## config.mk

```make
export PLATFORM = sky130hd
export DESIGN_NAME = split_bus_assembler
export DESIGN_NICKNAME = d
export VERILOG_FILES = /design/src/rtl/split_bus_pkg.sv /design/src/rtl/bus_strobe_sync.sv /design/src/rtl/zero_run_tracker.sv /design/src/rtl/half_phase_assembler.sv /design/src/rtl/split_bus_assembler.sv
export SDC_FILE = /design/constraint.sdc
export NUM_CORES = 1
export LEC_CHECK = 0
export BUFFER_PORTS_ARGS = -buffer_cell sky130_fd_sc_hd__buf_2
export CORE_MARGIN = 5
export CORE_UTILIZATION = 45
export DETAILED_ROUTE_END_ITERATION = 6
export GPL_ROUTABILITY_DRIVEN = 0
export PLACE_DENSITY_LB_ADDON = 0.08
export SETUP_SLACK_MARGIN = 0.1
export SYNTH_ARGS = -nofsm -noshare
export SYNTH_HDL_FRONTEND = slang
export SYNTH_SLANG_ARGS = --single-unit
```

## constraint.sdc

```tcl
create_clock -name clk -period 1.6 [get_ports clk]
set_input_delay 0.32 -clock clk [delete_from_list [all_inputs] [get_ports clk]]
set_output_delay 0.32 -clock clk [all_outputs]
set_load 0.005 [all_outputs]
```

## src/rtl/split_bus_pkg.sv

```systemverilog
package split_bus_pkg;
   typedef enum logic {
      PH_UPPER = 1'b0,
      PH_LOWER = 1'b1
   } half_phase_e;
endpackage

```

## src/rtl/bus_strobe_sync.sv

```systemverilog
module bus_strobe_sync #(
   parameter int STAGES = 2
) (
   input  logic clk,
   input  logic rst_n,
   input  logic strobe_n,
   output logic rise,
   output logic fall
);
   logic [STAGES-1:0] chain;
   logic              last;

   generate
      if (STAGES < 2) begin : g_bad_stages
         $error("bus_strobe_sync: STAGES must be at least 2");
      end
   endgenerate

   always_ff @(posedge clk or negedge rst_n) begin
      if (!rst_n) begin
         chain <= '1;
         last  <= 1'b1;
      end else begin
         chain <= {chain[STAGES-2:0], strobe_n};
         last  <= chain[STAGES-1];
      end
   end

   assign rise = chain[STAGES-1] & ~last;
   assign fall = ~chain[STAGES-1] & last;
endmodule

```

## src/rtl/zero_run_tracker.sv

```systemverilog
module zero_run_tracker #(
   parameter int RUN_LEN = 4
) (
   input  logic clk,
   input  logic rst_n,
   input  logic wr_evt,
   input  logic is_zero,
   output logic sync_hit,
   output logic in_run
);
   localparam int CW = $clog2(RUN_LEN + 1);
   logic [CW-1:0] cnt;

   generate
      if (RUN_LEN < 2) begin : g_bad_run
         $error("zero_run_tracker: RUN_LEN must be at least 2");
      end
   endgenerate

   always_ff @(posedge clk or negedge rst_n) begin
      if (!rst_n) begin
         cnt <= '0;
      end else if (wr_evt) begin
         if (!is_zero)                 cnt <= '0;
         else if (cnt != CW'(RUN_LEN)) cnt <= cnt + 1'b1;
      end
   end

   assign sync_hit = wr_evt && is_zero && (cnt == CW'(RUN_LEN - 1));
   assign in_run   = (cnt != '0);

   // a breaking write empties the run
   p_clear_on_break_r7: assert property (@(posedge clk) disable iff (!rst_n)
      (wr_evt && !is_zero) |=> (cnt == '0));
   // count never passes its ceiling
   p_saturate_r7: assert property (@(posedge clk) disable iff (!rst_n)
      cnt <= CW'(RUN_LEN));
endmodule

```

## src/rtl/half_phase_assembler.sv

```systemverilog
module half_phase_assembler
   import split_bus_pkg::*;
#(
   parameter int HALF_W = 9
) (
   input  logic                clk,
   input  logic                rst_n,
   input  logic                wr_evt,
   input  logic                rd_fall,
   input  logic                rd_rise,
   input  logic                sync_hit,
   input  logic                suppress,
   input  logic                rs,
   input  logic [HALF_W-1:0]   db_in,
   input  logic [2*HALF_W-1:0] rd_word,
   output logic [2*HALF_W-1:0] word_out,
   output logic                word_valid,
   output logic                word_is_data,
   output logic [HALF_W-1:0]   db_out,
   output half_phase_e         phase
);
   localparam int WORD_W = 2 * HALF_W;
   logic [HALF_W-1:0] hold;

   always_ff @(posedge clk or negedge rst_n) begin
      if (!rst_n) begin
         phase        <= PH_UPPER;
         hold         <= '0;
         word_out     <= '0;
         word_valid   <= 1'b0;
         word_is_data <= 1'b0;
         db_out       <= '0;
      end else begin
         word_valid <= 1'b0;
         if (wr_evt) begin
            if (sync_hit) begin
               phase <= PH_UPPER;
            end else if (phase == PH_UPPER) begin
               hold  <= db_in;
               phase <= PH_LOWER;
            end else begin
               word_out     <= {hold, db_in};
               word_is_data <= rs;
               word_valid   <= !suppress;
               phase        <= PH_UPPER;
            end
         end else if (rd_rise) begin
            phase <= (phase == PH_UPPER) ? PH_LOWER : PH_UPPER;
         end
         if (rd_fall) begin
            db_out <= (phase == PH_UPPER) ? rd_word[WORD_W-1:HALF_W]
                                          : rd_word[HALF_W-1:0];
         end
      end
   end

   // the valid flag is a single-cycle pulse
   p_valid_pulse_r3: assert property (@(posedge clk) disable iff (!rst_n)
      word_valid |=> !word_valid);
   // an upper-half write or a read never yields a word
   p_upper_no_word_r10: assert property (@(posedge clk) disable iff (!rst_n)
      ((wr_evt && phase == PH_UPPER) || rd_rise || rd_fall) |=> !word_valid);
   // the read bus only moves on a read fall
   p_dbout_hold_r4: assert property (@(posedge clk) disable iff (!rst_n)
      !rd_fall |=> $stable(db_out));
endmodule

```

## src/rtl/split_bus_assembler.sv

```systemverilog
module split_bus_assembler
   import split_bus_pkg::*;
#(
   parameter int HALF_W      = 9,
   parameter int SYNC_STAGES = 2,
   parameter int RUN_LEN     = 4
) (
   input  logic                clk,
   input  logic                rst_n,
   input  logic                wr_n,
   input  logic                rd_n,
   input  logic                rs,
   input  logic [HALF_W-1:0]   db_in,
   input  logic [2*HALF_W-1:0] rd_word,
   output logic [2*HALF_W-1:0] word_out,
   output logic                word_valid,
   output logic                word_is_data,
   output logic [HALF_W-1:0]   db_out
);
   logic        wr_rise, wr_fall_unused, rd_rise, rd_fall;
   logic        is_zero, sync_hit, in_run, suppress;
   half_phase_e phase;

   generate
      if (HALF_W < 1) begin : g_bad_width
         $error("split_bus_assembler: HALF_W must be positive");
      end
   endgenerate

   bus_strobe_sync #(.STAGES(SYNC_STAGES)) u_wr_sync (
      .clk(clk), .rst_n(rst_n), .strobe_n(wr_n),
      .rise(wr_rise), .fall(wr_fall_unused));

   bus_strobe_sync #(.STAGES(SYNC_STAGES)) u_rd_sync (
      .clk(clk), .rst_n(rst_n), .strobe_n(rd_n),
      .rise(rd_rise), .fall(rd_fall));

   assign is_zero  = !rs && (db_in == '0);
   assign suppress = is_zero && in_run;

   zero_run_tracker #(.RUN_LEN(RUN_LEN)) u_zero_run (
      .clk(clk), .rst_n(rst_n), .wr_evt(wr_rise), .is_zero(is_zero),
      .sync_hit(sync_hit), .in_run(in_run));

   half_phase_assembler #(.HALF_W(HALF_W)) u_assemble (
      .clk(clk), .rst_n(rst_n), .wr_evt(wr_rise), .rd_fall(rd_fall),
      .rd_rise(rd_rise), .sync_hit(sync_hit), .suppress(suppress),
      .rs(rs), .db_in(db_in), .rd_word(rd_word), .word_out(word_out),
      .word_valid(word_valid), .word_is_data(word_is_data),
      .db_out(db_out), .phase(phase));

   // completing a zero run leaves the phase at upper
   p_sync_forces_upper_r6: assert property (@(posedge clk) disable iff (!rst_n)
      sync_hit |=> (phase == PH_UPPER));
   // the synchronizing write itself never yields a word
   p_sync_no_word_r6: assert property (@(posedge clk) disable iff (!rst_n)
      sync_hit |=> !word_valid);
   // a zero instruction write inside a run is not reported
   p_run_suppress_r8: assert property (@(posedge clk) disable iff (!rst_n)
      (wr_rise && suppress) |=> !word_valid);
endmodule

```

[Word-level counts from Yosys, hierarchy flattened]
Index checks and enable logic that the tools add are counted.
Word-level totals
  output and inout port bits: 29
  flip-flop bits (word level): 48
  word-level logic and storage cells: 45
  input port bits: 32
Cells by class
  reduce and logical (&&, ||, !) cells: 12
  multiplexer cells: 10
  bitwise logic cells: 8
  $add $sub $neg: 1
  equality and inequality tests: 3
Operators with widths (count)
  $logic_not A9 Y1: 1
  $mux W9: 1
  $mux W1: 7
  $mux W3: 2
  $reduce_and A3 Y1: 2
  $not A1 Y1: 5
  $logic_and A1 B1 Y1: 4
  $add A3 B1 Y3 const B: 1
  $and A1 B1 Y1: 3
  $eq A3 B2 Y1 const B: 1
  $ne A3 B3 Y1 const B: 1
  $reduce_bool A3 Y1: 1
  $logic_not A1 Y1: 2
  $ne A2 B1 Y1 const B: 1
  $reduce_and A2 Y1: 1
  $reduce_bool A2 Y1: 1

[Logic depth before layout (Yosys ltp)]
  depth after elaboration: 7
  mapped depth: 6
  gate-level depth less buffers: 6

[Cells and area by module]
From an unflattened synthesis, not the netlist that was laid out.
Unflattened totals
  cells, all modules: 142
  area, all modules: 2042.0 um^2
Modules (own cells, without submodules)
  half_phase_assembler: cells an instance 106, area an instance 1615.3 um^2, seq. area each 975.9 um^2, times used 1
  zero_run_tracker: cells an instance 20, area an instance 192.7 um^2, seq. area each 75.1 um^2, times used 1
  bus_strobe_sync: cells an instance 5, area an instance 93.8 um^2, seq. area each 78.8 um^2, times used 2
  split_bus_assembler: cells an instance 6, area an instance 46.3 um^2, seq. area each 0.0 um^2, times used 1

[Worst setup path after synthesis]
Ideal clock, no wire load.
  path type: reg-to-reg
  start: reg u_zero_run.cnt[0]
  end: reg u_assemble.hold[0]
  required time: 1.475 ns
  path slack: -0.023 ns
  clock period less this slack: 1.623 ns
  library setup time: 0.125 ns
  arrival time: 1.498 ns
  buffers on the path: 1
  stages on the path, launching flop included: 7
  cells stage by stage: dfrtp_1 ha_1 ha_1 nand4_1 nor3b_1 buf_6 mux2_4
Between the ends
  longest elaborated chain between the ends: 4
Ends and longest elaborated chain
  from (decl): RTL line zero_run_tracker.sv:12  | logic [CW-1:0] cnt;
  from (signal assigned): RTL line zero_run_tracker.sv:25  | else if (cnt != CW'(RUN_LEN)) cnt <= cnt + 1'b1;
  $eq A3 B2 Y1: RTL line zero_run_tracker.sv:29  | assign sync_hit = wr_evt && is_zero && (cnt == CW'(RUN_LEN - 1));
  $logic_and A1 B1 Y1: RTL line zero_run_tracker.sv:29
  $not A1 Y1 (no line)
  $reduce_and A3 Y1 (no line)
  to (signal assigned): RTL line half_phase_assembler.sv:39  | hold <= db_in;
  to (decl): RTL line half_phase_assembler.sv:23  | logic [HALF_W-1:0] hold;
Every way passes these cells.
A chain may end at the register's enable or synchronous reset.

[Worst setup path in the final report]
  start: reg u_zero_run.cnt[1]
  end: reg u_assemble.hold[4]
Same word-level chain as after synthesis.

==> impl_metrics.ini <==
[run]
drv_cap = 0

[global_routing]
antenna_found_initial = 0
grt_max_degree = 49
gr-usage-all-layers = 0.141
grt_pass1_wl_mm = 6.75
grt-ovfl-total = 0
grt_pass1_vias = 1474

[pwr]
power_switching_w = 0.000977
p_per_area_nw_per_um2 = 1420
p_seq_frac = 0.505
switching_share = 0.268
leakagePower_nw = 1.26
peakVddDrop_uv = 539
combinationalPowerShare = 0.299
p_clk_frac = 0.196
p_int_w = 0.00267

[logic_synthesis]
async_flop_share = 1.00
syn_inst = 139
synth.most_common_cell = dfrtp_1
synth_seq_cells = 48
avgSynthCellArea_sq_um = 14.1
synth_area_leader_cell = dfrtp_1
syn_nets = 174
ys_warn_count = 0
synth_ff_type = dfrtp_1
synth_edf_count = 0
synth_area_leaders = dfrtp_1, mux2_2, dfstp_2
ys_top_cells_by_count = dfrtp_1, mux2_2, nand2_1
synth_cell_types = 26
yosysSeqAreaShare = 0.617
yosysTopAreaCellShare = 0.537
syn_area_sq_um = 1960

[floorplan]
num_io_pins = 61
dieArea_sq_um = 5770
fp.dieW_microns = 76.0
coreArea_sq_um = 4290
rows = 24
initial_core_util = 0.456
die_y_microns = 76.0

[placed_design]
placed_area_sq_um = 2440
pre_cts_ws_ns = -0.519
detailed_place_hpwl_mm = 2.92
place.port_buffers = 60
dp.cells = 260

[routing]
first_iter_violations = 29
viasPerCell = 4.90
drc = 0
ant_nets = 0
vias = 1329
dr.pass1.iters = 3
wl_per_cell_microns = 14.1
drt-total-wl_mm = 3.83

[setup_path]
cp-start-kind = flop
r2r_end = u_assemble.hold[4]
cp_data_arrival_time_ns = 1.81
cp-end-kind = flop
r2r_slack_ns = -0.03
cp.required_ns = 1.78
cp_max_fo = 6
r2r_start = u_zero_run.cnt[1]
worstSetupPathType = reg -> reg
reg2regPathDepth = 6

[sta]
slew_headroom = 0.764
fin_crit_sh = 1.02
tightest_slew_ns = 0.351
finalClockSkew_ns = 0.00315
fmax_mhz = 613
setup-violations-final = 9
whs_ns = -0.00119
rsz0062_at_grt = true
hold_viol = 1
post-route-min-period_ns = 1.63
maxSlewViolCount = 0
setup_ws_ns = -0.0325

[hold_path]
holdCritPathClass = in -> async

[clock_tree]
clk_latency_ns = 0.29
tritoncts = done
root_buffer = clkbuf_8
path_clk_slew_ns = 0.08
clock_sinks = 48
cts_made_buffers = 5
htreeDepth = 2
cts_max_path_buffers = 2

[finish]
postLayoutCellArea_sq_um = 2570
post_layout_nonfiller_instances = 271
areaGrowthSynthToFinish_pct = 31.2
final_nets = 253
n_antenna_cell = 0
drive_gt1_frac = 0.571

[status]
status = finished, violations left
violations = hold timing, setup timing
## logic make-up after synthesis
family          after synthesis  share of synthesized area
fa+ha+maj                     3                     0.0192
flops                        48                      0.617
xor+xnor                      1                    0.00447
simple gates                 26                     0.0626
buf+inv                       9                     0.0256
mux                          38                      0.230
compound gates               14                     0.0409
## layout by cell type (no fill, tap or decap), types with 4 or more instances in the layout
cell type,instances
mux2i_1,9
dfstp_2,6
nor2_1,4
nand2_1,10
mux2_4,9
buf_2,60
o21ai_0,9
buf_4,14
mux2_2,20
dfrtp_1,42
clkbuf_8,6
## power groups by stage
stage	Combinational [W]	Sequential (W)	Clock, W
after global placement	0.00107	0.00185	0
after detailed placement	0.00111	0.00187	0
after CTS	0.00112	0.00185	0.000740
after floorplan	0.000582	0.00186	0
after global routing	0.00121	0.00191	0.000790
final	0.00109	0.00184	0.000713
## worst max-delay path, cell delays in order (launching register included)
cell,delay [ns]
dfrtp_1,0.39
ha_2,0.19
ha_2,0.16
nand4_1,0.08
nor3b_4,0.25
buf_6,0.17
mux2_4,0.30
## cell type report
type                            instances  area, sq um
Inverter                                3         11.3
Tap cell                               52         65.1
Clock buffer                            8         90.1
Sequential cell                        48         1210
Multi-Input combinational cell         82          727
Timing Repair Buffer                   78          468
Fill cell                             368         1720
## flip-flops by register name (all words and copies together) (netlist names)
register and flops:
u_wr_sync.chain 2, u_assemble.word_valid 1, u_rd_sync.last 1, u_assemble.phase 1, u_assemble.db_out 9, u_assemble.hold 9
u_wr_sync.last 1, u_assemble.word_out 18, u_rd_sync.chain 2, u_zero_run.cnt 3, u_assemble.word_is_data 1
## metal layers
metal  GRT usage  up-vias  routed length, microns
met1       0.168      633                    1660
met4      0.0320        0                      12
met5           0        -                       0
met3      0.0486        2                     305
met2       0.244       53                    1850
li1            -      641                       -
## per-stage QoR
stage | hold WS (ns) | total power, W | util | setup TNS (ns)
6_report | -0.00119 | 0.00364 | 0.598 | -0.220
5_1_grt | 0.00377 | 0.00391 | 0.598 | -1.94
4_1_cts | 0.00987 | 0.00371 | 0.597 | -0.133
3_5_place_dp | 0.327 | 0.00298 | 0.568 | -8.61
3_3_place_gp | 0.321 | 0.00291 | 0.568 | -7.78
2_1_floorplan | 0.0244 | 0.00244 | - | 0
## what timing repair did
action	CTS	global route
gates resized for setup	3	3
setup endpoints to repair	29	30
gates cloned	0	0
setup buffers	3	0
hold buffers	0	0
## worst max path at each step
stage	startpoint	end	slack (ns)	cells past startpoint
3_3_place_gp	u_zero_run.cnt[1]	u_assemble.hold[5]	-0.47	5
5_1_grt	u_zero_run.cnt[0]	u_assemble.hold[5]	-0.1	6
2_1_floorplan	u_zero_run.cnt[1]	u_assemble.hold[0]	0.06	6
3_5_place_dp	u_zero_run.cnt[1]	u_assemble.hold[5]	-0.52	5
6_report	u_zero_run.cnt[1]	u_assemble.hold[4]	-0.03	6
4_1_cts	u_zero_run.cnt[0]	u_assemble.hold[4]	-0.02	6
Note: power is estimated with default switching activity, not from simulation.
